`config.mk`:
```
export PLATFORM = sky130hd
export DESIGN_NAME = sd_comb_decim
export DESIGN_NICKNAME = d
export VERILOG_FILES = /design/src/rtl/sd_decim_pkg.sv /design/src/rtl/sd_window_ctl.sv /design/src/rtl/sd_ones_integrator.sv /design/src/rtl/sd_align_sat.sv /design/src/rtl/sd_comb_decim.sv
export SDC_FILE = /design/constraint.sdc
export NUM_CORES = 1
export LEC_CHECK = 0
export BUFFER_PORTS_ARGS = -buffer_cell sky130_fd_sc_hd__buf_2
export CAP_MARGIN = 20
export CORE_MARGIN = 2
export CORE_UTILIZATION = 55
export CTS_BUF_LIST = sky130_fd_sc_hd__clkbuf_8
export DETAILED_ROUTE_END_ITERATION = 6
export PLACE_DENSITY_LB_ADDON = 0.08
export SLEW_MARGIN = 20
export SYNTH_ARGS = -nofsm -noshare
export SYNTH_HDL_FRONTEND = slang
export SYNTH_SLANG_ARGS = --single-unit
```
`constraint.sdc`:
```
create_clock -name clk -period 12.64 [get_ports clk]
set_input_delay 2.528 -clock clk [delete_from_list [all_inputs] [get_ports clk]]
set_output_delay 2.528 -clock clk [all_outputs]
set_load 0.005 [all_outputs]
```
`src/rtl/sd_decim_pkg.sv`:
```
package sd_decim_pkg;

   typedef enum logic {
      WIN_IDLE = 1'b0,
      WIN_RUN  = 1'b1
   } win_state_e;

   // smallest r with 2**r >= v (v >= 1)
   function automatic int unsigned ceil_log2_f(input logic [31:0] v);
      int unsigned r;
      r = 0;
      for (int i = 0; i < 32; i++) begin
         if (((v - 32'd1) >> i) != 32'd0) r = i + 1;
      end
      return r;
   endfunction

endpackage

```
`src/rtl/sd_window_ctl.sv`:
```
module sd_window_ctl
   import sd_decim_pkg::*;
#(
   parameter int PER_W     = 16,
   parameter int MIN_PER   = 4,
   parameter int FIXED_WIN = 0,
   parameter int RES_W     = $clog2(PER_W + 1)
) (
   input  logic             clk,
   input  logic             rst_n,
   input  logic             sync_i,
   input  logic [PER_W-1:0] per_len_i,
   output logic             run_o,
   output logic             dump_o,
   output logic [PER_W-1:0] cnt_o,
   output logic [PER_W-1:0] len_o,
   output logic [RES_W-1:0] res_o
);

   localparam logic [PER_W-1:0] MIN_LEN = PER_W'(MIN_PER);

   win_state_e       st_q;
   logic [PER_W-1:0] cnt_q;
   logic [PER_W-1:0] len_q;
   logic [RES_W-1:0] res_q;
   logic [PER_W-1:0] nxt_len;
   logic [RES_W-1:0] nxt_res;

   generate
      if (FIXED_WIN == 0) begin : g_port_len
         always_comb nxt_len = (per_len_i < MIN_LEN) ? MIN_LEN : per_len_i;
      end else begin : g_fixed_len
         logic per_len_unused;
         assign per_len_unused = ^per_len_i;
         assign nxt_len = PER_W'(FIXED_WIN);
      end
   endgenerate

   always_comb nxt_res = RES_W'(ceil_log2_f(32'(nxt_len)));

   assign run_o  = (st_q == WIN_RUN);
   assign dump_o = run_o && !sync_i && (cnt_q == len_q - PER_W'(1));
   assign cnt_o  = cnt_q;
   assign len_o  = len_q;
   assign res_o  = res_q;

   always_ff @(posedge clk or negedge rst_n) begin
      if (!rst_n) begin
         st_q  <= WIN_IDLE;
         cnt_q <= '0;
         len_q <= MIN_LEN;
         res_q <= '0;
      end else if (sync_i) begin
         st_q  <= WIN_RUN;
         cnt_q <= PER_W'(1);
         len_q <= nxt_len;
         res_q <= nxt_res;
      end else if (dump_o) begin
         cnt_q <= '0;
         len_q <= nxt_len;
         res_q <= nxt_res;
      end else if (run_o) begin
         cnt_q <= cnt_q + PER_W'(1);
      end
   end

   p_len_floor_r8: assert property (@(posedge clk) disable iff (!rst_n)
      run_o |-> (len_q >= MIN_LEN));

   p_len_hold_r9: assert property (@(posedge clk) disable iff (!rst_n)
      (run_o && !sync_i && !dump_o) |=> $stable(len_q));

   p_cnt_in_window_r6: assert property (@(posedge clk) disable iff (!rst_n)
      run_o |-> (cnt_q < len_q));

endmodule

```
`src/rtl/sd_ones_integrator.sv`:
```
module sd_ones_integrator #(
   parameter int PER_W = 16
) (
   input  logic             clk,
   input  logic             rst_n,
   input  logic             bit_i,
   input  logic             sync_i,
   input  logic             dump_i,
   input  logic             run_i,
   output logic [PER_W-1:0] acc_o,
   output logic [PER_W-1:0] total_o
);

   logic [PER_W-1:0] acc_q;

   assign acc_o   = acc_q;
   assign total_o = acc_q + PER_W'(bit_i);

   always_ff @(posedge clk or negedge rst_n) begin
      if (!rst_n)      acc_q <= '0;
      else if (sync_i) acc_q <= PER_W'(bit_i);
      else if (dump_i) acc_q <= '0;
      else if (run_i)  acc_q <= total_o;
   end

endmodule

```
`src/rtl/sd_align_sat.sv`:
```
module sd_align_sat #(
   parameter int PER_W = 16,
   parameter int OUT_W = 12,
   parameter int RES_W = $clog2(PER_W + 1)
) (
   input  logic                    clk,
   input  logic                    rst_n,
   input  logic                    dump_i,
   input  logic [PER_W-1:0]        total_i,
   input  logic [PER_W-1:0]        len_i,
   input  logic [RES_W-1:0]        res_i,
   output logic signed [OUT_W-1:0] sample_o,
   output logic                    valid_o,
   output logic [RES_W-1:0]        bits_o
);

   localparam int WW  = PER_W + 2 + OUT_W;
   localparam int TOP = OUT_W - 1;
   localparam logic [RES_W-1:0]        TOP_R = RES_W'(TOP);
   localparam logic signed [WW-1:0]    MAXV  = (WW'(1) << TOP) - WW'(1);
   localparam logic signed [WW-1:0]    MINV  = ~MAXV;

   logic signed [PER_W+1:0] centred;
   logic signed [WW-1:0]    wide;
   logic signed [WW-1:0]    shifted;
   logic signed [OUT_W-1:0] sat_v;

   logic signed [OUT_W-1:0] sample_q;
   logic                    valid_q;
   logic [RES_W-1:0]        bits_q;

   always_comb begin
      centred = $signed({1'b0, total_i, 1'b0}) - $signed({2'b00, len_i});
      wide    = {{OUT_W{centred[PER_W+1]}}, centred};
      if (res_i <= TOP_R) shifted = wide <<< (TOP_R - res_i);
      else                shifted = wide >>> (res_i - TOP_R);
      if (shifted > MAXV)      sat_v = MAXV[OUT_W-1:0];
      else if (shifted < MINV) sat_v = MINV[OUT_W-1:0];
      else                     sat_v = shifted[OUT_W-1:0];
   end

   always_ff @(posedge clk or negedge rst_n) begin
      if (!rst_n) begin
         sample_q <= '0;
         valid_q  <= 1'b0;
         bits_q   <= '0;
      end else begin
         valid_q <= dump_i;
         if (dump_i) begin
            sample_q <= sat_v;
            bits_q   <= res_i;
         end
      end
   end

   assign sample_o = sample_q;
   assign valid_o  = valid_q;
   assign bits_o   = bits_q;

   p_valid_pulse_r3: assert property (@(posedge clk) disable iff (!rst_n)
      valid_q |=> !valid_q);

   p_bits_hold_r5: assert property (@(posedge clk) disable iff (!rst_n)
      !dump_i |=> $stable(bits_q));

   p_sample_hold_r4: assert property (@(posedge clk) disable iff (!rst_n)
      !dump_i |=> $stable(sample_q));

endmodule

```
`src/rtl/sd_comb_decim.sv`:
```
module sd_comb_decim #(
   parameter int OUT_W     = 12,
   parameter int PER_W     = 16,
   parameter int MIN_PER   = 4,
   parameter int FIXED_WIN = 0,
   parameter int RES_W     = $clog2(PER_W + 1)
) (
   input  logic                    clk,
   input  logic                    rst_n,
   input  logic                    sd_bit,
   input  logic [PER_W-1:0]        per_len,
   input  logic                    period_sync,
   output logic signed [OUT_W-1:0] sample,
   output logic                    sample_valid,
   output logic [RES_W-1:0]        eff_bits
);

   generate
      if (OUT_W < 4 || OUT_W > PER_W) begin : g_bad_out_w
         $error("sd_comb_decim: OUT_W must lie in 4..PER_W");
      end
      if (PER_W < 3 || PER_W > 30) begin : g_bad_per_w
         $error("sd_comb_decim: PER_W must lie in 3..30");
      end
      if (MIN_PER < 2 || MIN_PER >= (1 << PER_W)) begin : g_bad_min
         $error("sd_comb_decim: MIN_PER out of range");
      end
      if (FIXED_WIN != 0 && (FIXED_WIN < MIN_PER || FIXED_WIN >= (1 << PER_W))) begin : g_bad_fixed
         $error("sd_comb_decim: FIXED_WIN out of range");
      end
   endgenerate

   logic             run;
   logic             dump;
   logic [PER_W-1:0] cnt;
   logic [PER_W-1:0] len;
   logic [RES_W-1:0] res;
   logic [PER_W-1:0] acc;
   logic [PER_W-1:0] total;

   sd_window_ctl #(
      .PER_W    (PER_W),
      .MIN_PER  (MIN_PER),
      .FIXED_WIN(FIXED_WIN),
      .RES_W    (RES_W)
   ) u_win (
      .clk      (clk),
      .rst_n    (rst_n),
      .sync_i   (period_sync),
      .per_len_i(per_len),
      .run_o    (run),
      .dump_o   (dump),
      .cnt_o    (cnt),
      .len_o    (len),
      .res_o    (res)
   );

   sd_ones_integrator #(
      .PER_W(PER_W)
   ) u_int (
      .clk    (clk),
      .rst_n  (rst_n),
      .bit_i  (sd_bit),
      .sync_i (period_sync),
      .dump_i (dump),
      .run_i  (run),
      .acc_o  (acc),
      .total_o(total)
   );

   sd_align_sat #(
      .PER_W(PER_W),
      .OUT_W(OUT_W),
      .RES_W(RES_W)
   ) u_aln (
      .clk     (clk),
      .rst_n   (rst_n),
      .dump_i  (dump),
      .total_i (total),
      .len_i   (len),
      .res_i   (res),
      .sample_o(sample),
      .valid_o (sample_valid),
      .bits_o  (eff_bits)
   );

   p_ones_le_bits_r4: assert property (@(posedge clk) disable iff (!rst_n)
      run |-> (acc <= cnt));

   p_idle_quiet_r2: assert property (@(posedge clk) disable iff (!rst_n)
      !run |=> !sample_valid);

   p_sync_no_valid_r10: assert property (@(posedge clk) disable iff (!rst_n)
      period_sync |=> !sample_valid);

endmodule

```
==> report_table.html <==
<table>
<tr><th>Metric</th><th>Value</th></tr>
<tr><th colspan="2">Outcome</th></tr>
<tr><td>Run status</td><td>finished, final reports clean</td></tr>
<tr><th colspan="2">Route</th></tr>
<tr><td>Highest metal layer used by the detailed router</td><td>met4</td></tr>
<tr><td>Number of DRC markers after the initial detailed-route iteration</td><td>1122</td></tr>
<tr><td>DRT Wirelength</td><td>between 20 and 30 mm</td></tr>
<tr><td>Drc violations</td><td>0</td></tr>
<tr><td>Wire length per cell after detailed routing</td><td>between 20 and 25 um</td></tr>
<tr><td>Number of detailed-routing iterations run before antenna repair</td><td>5</td></tr>
<tr><td>Met2 layer wire length in the routed design</td><td>11.1 mm</td></tr>
<tr><td>DRT antenna net count</td><td>0</td></tr>
<tr><td>Met3 wire len</td><td>~2.6 mm</td></tr>
<tr><td>Via count</td><td>around 8700</td></tr>
<tr><td>Via count normalized by instance count</td><td>approximately 6.7</td></tr>
<tr><td>Detailed-routing wirelength on met1</td><td>around 12 mm</td></tr>
<tr><th colspan="2">CTS</th></tr>
<tr><td>Clock edge transition at the registers on the reported setup and hold paths</td><td>approximately 0.090 ns</td></tr>
<tr><td>CTS HTree Levels</td><td>3</td></tr>
<tr><td>Count of instances resized after the clock tree is built</td><td>0</td></tr>
<tr><td>Clk Tree Root Cell</td><td>clkbuf_8</td></tr>
<tr><td>Buffers inserted during post-CTS setup optimization</td><td>0</td></tr>
<tr><td>CTS Hold Bufs</td><td>0</td></tr>
<tr><td>Number of buffers between clock root and the deepest sink</td><td>2</td></tr>
<tr><td>Clock tree from TritonCTS</td><td>built</td></tr>
<tr><td>Number of sinks driven by the clock tree</td><td>around 70</td></tr>
<tr><td>Clock latency at the later pin of the worst-skew pair</td><td>0.37 ns</td></tr>
<tr><td>Number of CTS-inserted buffers</td><td>9</td></tr>
<tr><th colspan="2">Timing</th></tr>
<tr><td>Max frequency</td><td>approximately 130 MHz</td></tr>
<tr><td>Final critical-path required period</td><td>~7.6 ns</td></tr>
<tr><td>Unrepaired setup endpoints after global routing</td><td>no</td></tr>
<tr><td>Post-route clock skew</td><td>roughly 0.021 ns</td></tr>
<tr><td>Setup TNS</td><td>0 ns</td></tr>
<tr><td>Number of pins exceeding their max-slew limit in the final report</td><td>0</td></tr>
<tr><td>Post-layout worst setup margin</td><td>5.02 ns</td></tr>
<tr><td>Final period utilization</td><td>approximately three fifths</td></tr>
<tr><td>Remaining max-slew budget at the tightest pin</td><td>between 30% and 40%</td></tr>
<tr><td>Final setup violation count</td><td>0</td></tr>
<tr><td>Number of hold violations in the final report</td><td>0</td></tr>
<tr><td>Slew of the pin with the lowest slew margin</td><td>0.976 ns</td></tr>
<tr><th colspan="2">Cells and area</th></tr>
<tr><td>NumNets Final</td><td>1144</td></tr>
<tr><td>Layout cells sized above 1</td><td>around a tenth</td></tr>
<tr><td>Count of fill cells added during filler insertion</td><td>1329</td></tr>
<tr><td>Most frequent cells in the layout</td><td>nand2_1 (153), nor2_1 (110), o21ai_0 (99)</td></tr>
<tr><td>Area occupied by multi-input gates</td><td>~0.0059 sq mm</td></tr>
<tr><td>Sequential standard cell area</td><td>~0.0018 sq mm</td></tr>
<tr><td>Leading cell type in the layout, fill and taps excluded</td><td>nand2_1</td></tr>
<tr><td>Layout overhead on the synthesized area</td><td>5.41%</td></tr>
<tr><td>Ant diodes</td><td>0</td></tr>
<tr><td>Fraction of the core area covered by cells at the end of the flow</td><td>roughly 59%</td></tr>
<tr><th colspan="2">Hold path</th></tr>
<tr><td>Launch instance of the worst min-delay path</td><td>u_aln.bits_o[4]</td></tr>
<tr><td>Hold Path Class</td><td>register to register</td></tr>
<tr><th colspan="2">Critical path</th></tr>
<tr><td>Critical path peak fanout</td><td>12</td></tr>
<tr><td>Critical path class</td><td>input port to register</td></tr>
<tr><td>Element type at the critical path end</td><td>register</td></tr>
<tr><td>Data arrival, critical path</td><td>around 7.9 ns</td></tr>
<tr><td>Critical path required time</td><td>12.92 ns</td></tr>
<tr><td>Worst setup path start</td><td>sd_bit</td></tr>
<tr><td>Launch point of the worst reg-to-reg path</td><td>u_int.acc_o[0]</td></tr>
<tr><td>Critical Path Source Type</td><td>input port</td></tr>
<tr><th colspan="2">Placed design</th></tr>
<tr><td>Worst slack, placed</td><td>roughly 4.9 ns</td></tr>
<tr><td>Routability congestion estimate</td><td>0.988</td></tr>
<tr><td>HPWL Detailed</td><td>roughly 20 mm</td></tr>
<tr><td>Port bufs</td><td>37</td></tr>
<tr><th colspan="2">Synth</th></tr>
<tr><td>Unique masters post-synth</td><td>90</td></tr>
<tr><td>Number of nets in the synthesized netlist</td><td>~1200</td></tr>
<tr><td>Most frequently used flop master after synthesis</td><td>dfrtp_1</td></tr>
<tr><td>Top area cells in the synthesized netlist</td><td>dfrtp_1 (22%), nand2_1 (7.1%), o21ai_0 (6.1%)</td></tr>
<tr><td>Number of enable flip-flop cells after synthesis</td><td>0</td></tr>
<tr><td>Number of warnings printed during yosys synthesis</td><td>0</td></tr>
<tr><td>Register area share after synthesis</td><td>roughly 22%</td></tr>
<tr><td>Synthesized instance count</td><td>~1100</td></tr>
<tr><td>Async set-reset flop share out of synthesis</td><td>100%</td></tr>
<tr><td>Synthesized flop and latch total</td><td>72</td></tr>
<tr><td>Synth Area per Inst</td><td>about 7.3 sq um</td></tr>
<tr><td>Share of the synthesized area in the top cell type</td><td>21.9%</td></tr>
<tr><td>Post-synthesis instance area</td><td>around 0.008 sq mm</td></tr>
<tr><td>Post-synth top area cell</td><td>dfrtp_1</td></tr>
<tr><th colspan="2">Global routing</th></tr>
<tr><td>Global router's overall resource usage</td><td>about 33%</td></tr>
<tr><td>First-pass GRT wire length</td><td>roughly 42 mm</td></tr>
<tr><td>Antenna violations before repair</td><td>0</td></tr>
<tr><td>Number of global-route vias before repair</td><td>7913</td></tr>
<tr><td>Maximum number of pins on one net before global-route repair</td><td>73</td></tr>
<tr><td>Overflow after GRT</td><td>0</td></tr>
<tr><th colspan="2">Pwr</th></tr>
<tr><td>Power Dens Cells</td><td>between 100 and 150 mW/mm^2</td></tr>
<tr><td>Peak ir drop on the vdd network</td><td>0.0685 mV</td></tr>
<tr><td>Static leakage power</td><td>approximately 3.5 nW</td></tr>
<tr><th colspan="2">Floorplanning</th></tr>
<tr><td>Total I/O pin count</td><td>38</td></tr>
<tr><td>Area of the placeable core</td><td>0.0145 sq mm</td></tr>
<tr><td>Die Y-Extent</td><td>approximately 130 um</td></tr>
<tr><td>Rows</td><td>44</td></tr>
<tr><td>Die area</td><td>between 0.015 and 0.02 sq mm</td></tr>
<tr><td>Effective utilization at floorplan</td><td>between 50% and 60%</td></tr>
<tr><td>Die width</td><td>126 um</td></tr>
<tr><th colspan="2">Job</th></tr>
<tr><td>Count of maximum capacitance violations</td><td>0</td></tr>
</table>
-- cells in the mapped netlist, drive strengths merged (14+ instances only) --
cell	n
clkbuf	51
dfrtp	71
o211ai	18
and3	15
inv	31
nand4	16
nand3	31
a21oi	76
mux2i	14
nor3	42
a31oi	15
ha	24
a211oi	15
o22ai	14
buf	19
nand2	153
xnor2	39
o21ai	107
nor2	111
xor2	30
-- area by class of cell --
type	count	share of cell area [%]
timing repair buffer	49	3.25
sequential	72	21.1
clock buffer	9	1.45
tap	184	2.69
inverter	34	1.49
clock inverter	7	1.20
multi-input combinational	933	68.9
-- layer usage --
metal | GRT usage (%) | vias to the layer above
met1 | 48.5 | 4053
li1 | - | 4100
met3 | 7.57 | 59
met5 | 0 | -
met4 | 9.54 | 0
met2 | 48.1 | 457
-- cells by family (layout without fill, tap and decap cells) --
kind of cell | count (synthesis) | count (layout) | share of synthesized area, %
multiplexers | 22 | 22 | 3.71
flip-flops | 72 | 72 | 22.2
buffers and inverters | 104 | 99 | 5.21
AND/OR/NAND/NOR | 432 | 432 | 25.0
XOR/XNOR | 69 | 69 | 7.54
AO/OA/AOI/OAI | 385 | 385 | 32.4
adder cells (fa/ha/maj) | 25 | 25 | 3.95
-- registers in the layout, indices dropped and copies added (netlist names) --
signal / cells
u_int.acc_o: 16
u_win.run_o: 1
u_win.len_o: 16
u_win.cnt_o: 16
u_aln.bits_o: 5
u_aln.valid_o: 1
u_win.res_o: 5
u_aln.sample_o: 12
-- through the flow --
step	area [sq um]	hold WS (ns)	power, mW	instances
final	8560	0.481	0.892	1288
after global routing	8560	0.512	0.942	1288
after CTS	8560	0.486	0.880	1288
after detailed placement	8330	0.459	0.663	1272
after global placement	8330	0.452	0.669	1272
after floorplan	8120	0.463	0.556	1109
-- power by group --
part           internal, mW  switching [mW]  leakage [nW]
Combinational         0.145           0.281          2.48
Clock                 0.114          0.0999         0.116
Sequential            0.240          0.0123         0.954
-- path summary, 6_finish.rpt --
kind                            depth (start not counted)  slack (ns)                  to
min in group asynchronous                               1        2.29     u_win.cnt_o[14]
worst min-delay path                                    2        0.48     u_aln.bits_o[4]
worst min register to register                          2        0.48     u_aln.bits_o[4]
worst max-delay path                                   19        5.02  u_aln.sample_o[10]
max in group asynchronous                               1        9.77  u_aln.sample_o[10]
worst max register to register                         18        6.90  u_aln.sample_o[10]
-- worst max-delay path, cell delays in order --
cell and delay, ns:
buf_2 0.09, ha_1 0.23, ha_1 0.31, nand4_1 0.27, nor2_1 0.20, xor2_1 0.20, ha_1 0.34, a21oi_1 0.25
o21ai_0 0.13, a221o_1 0.32, a31oi_1 0.29, xor2_1 0.79, o221ai_1 0.35, or3_1 0.38, a22o_1 0.19, nor4_1 0.19
and4_1 0.51, o21ai_0 0.15, a2bb2oi_1 0.17
Power figures use the tool's default switching activity.
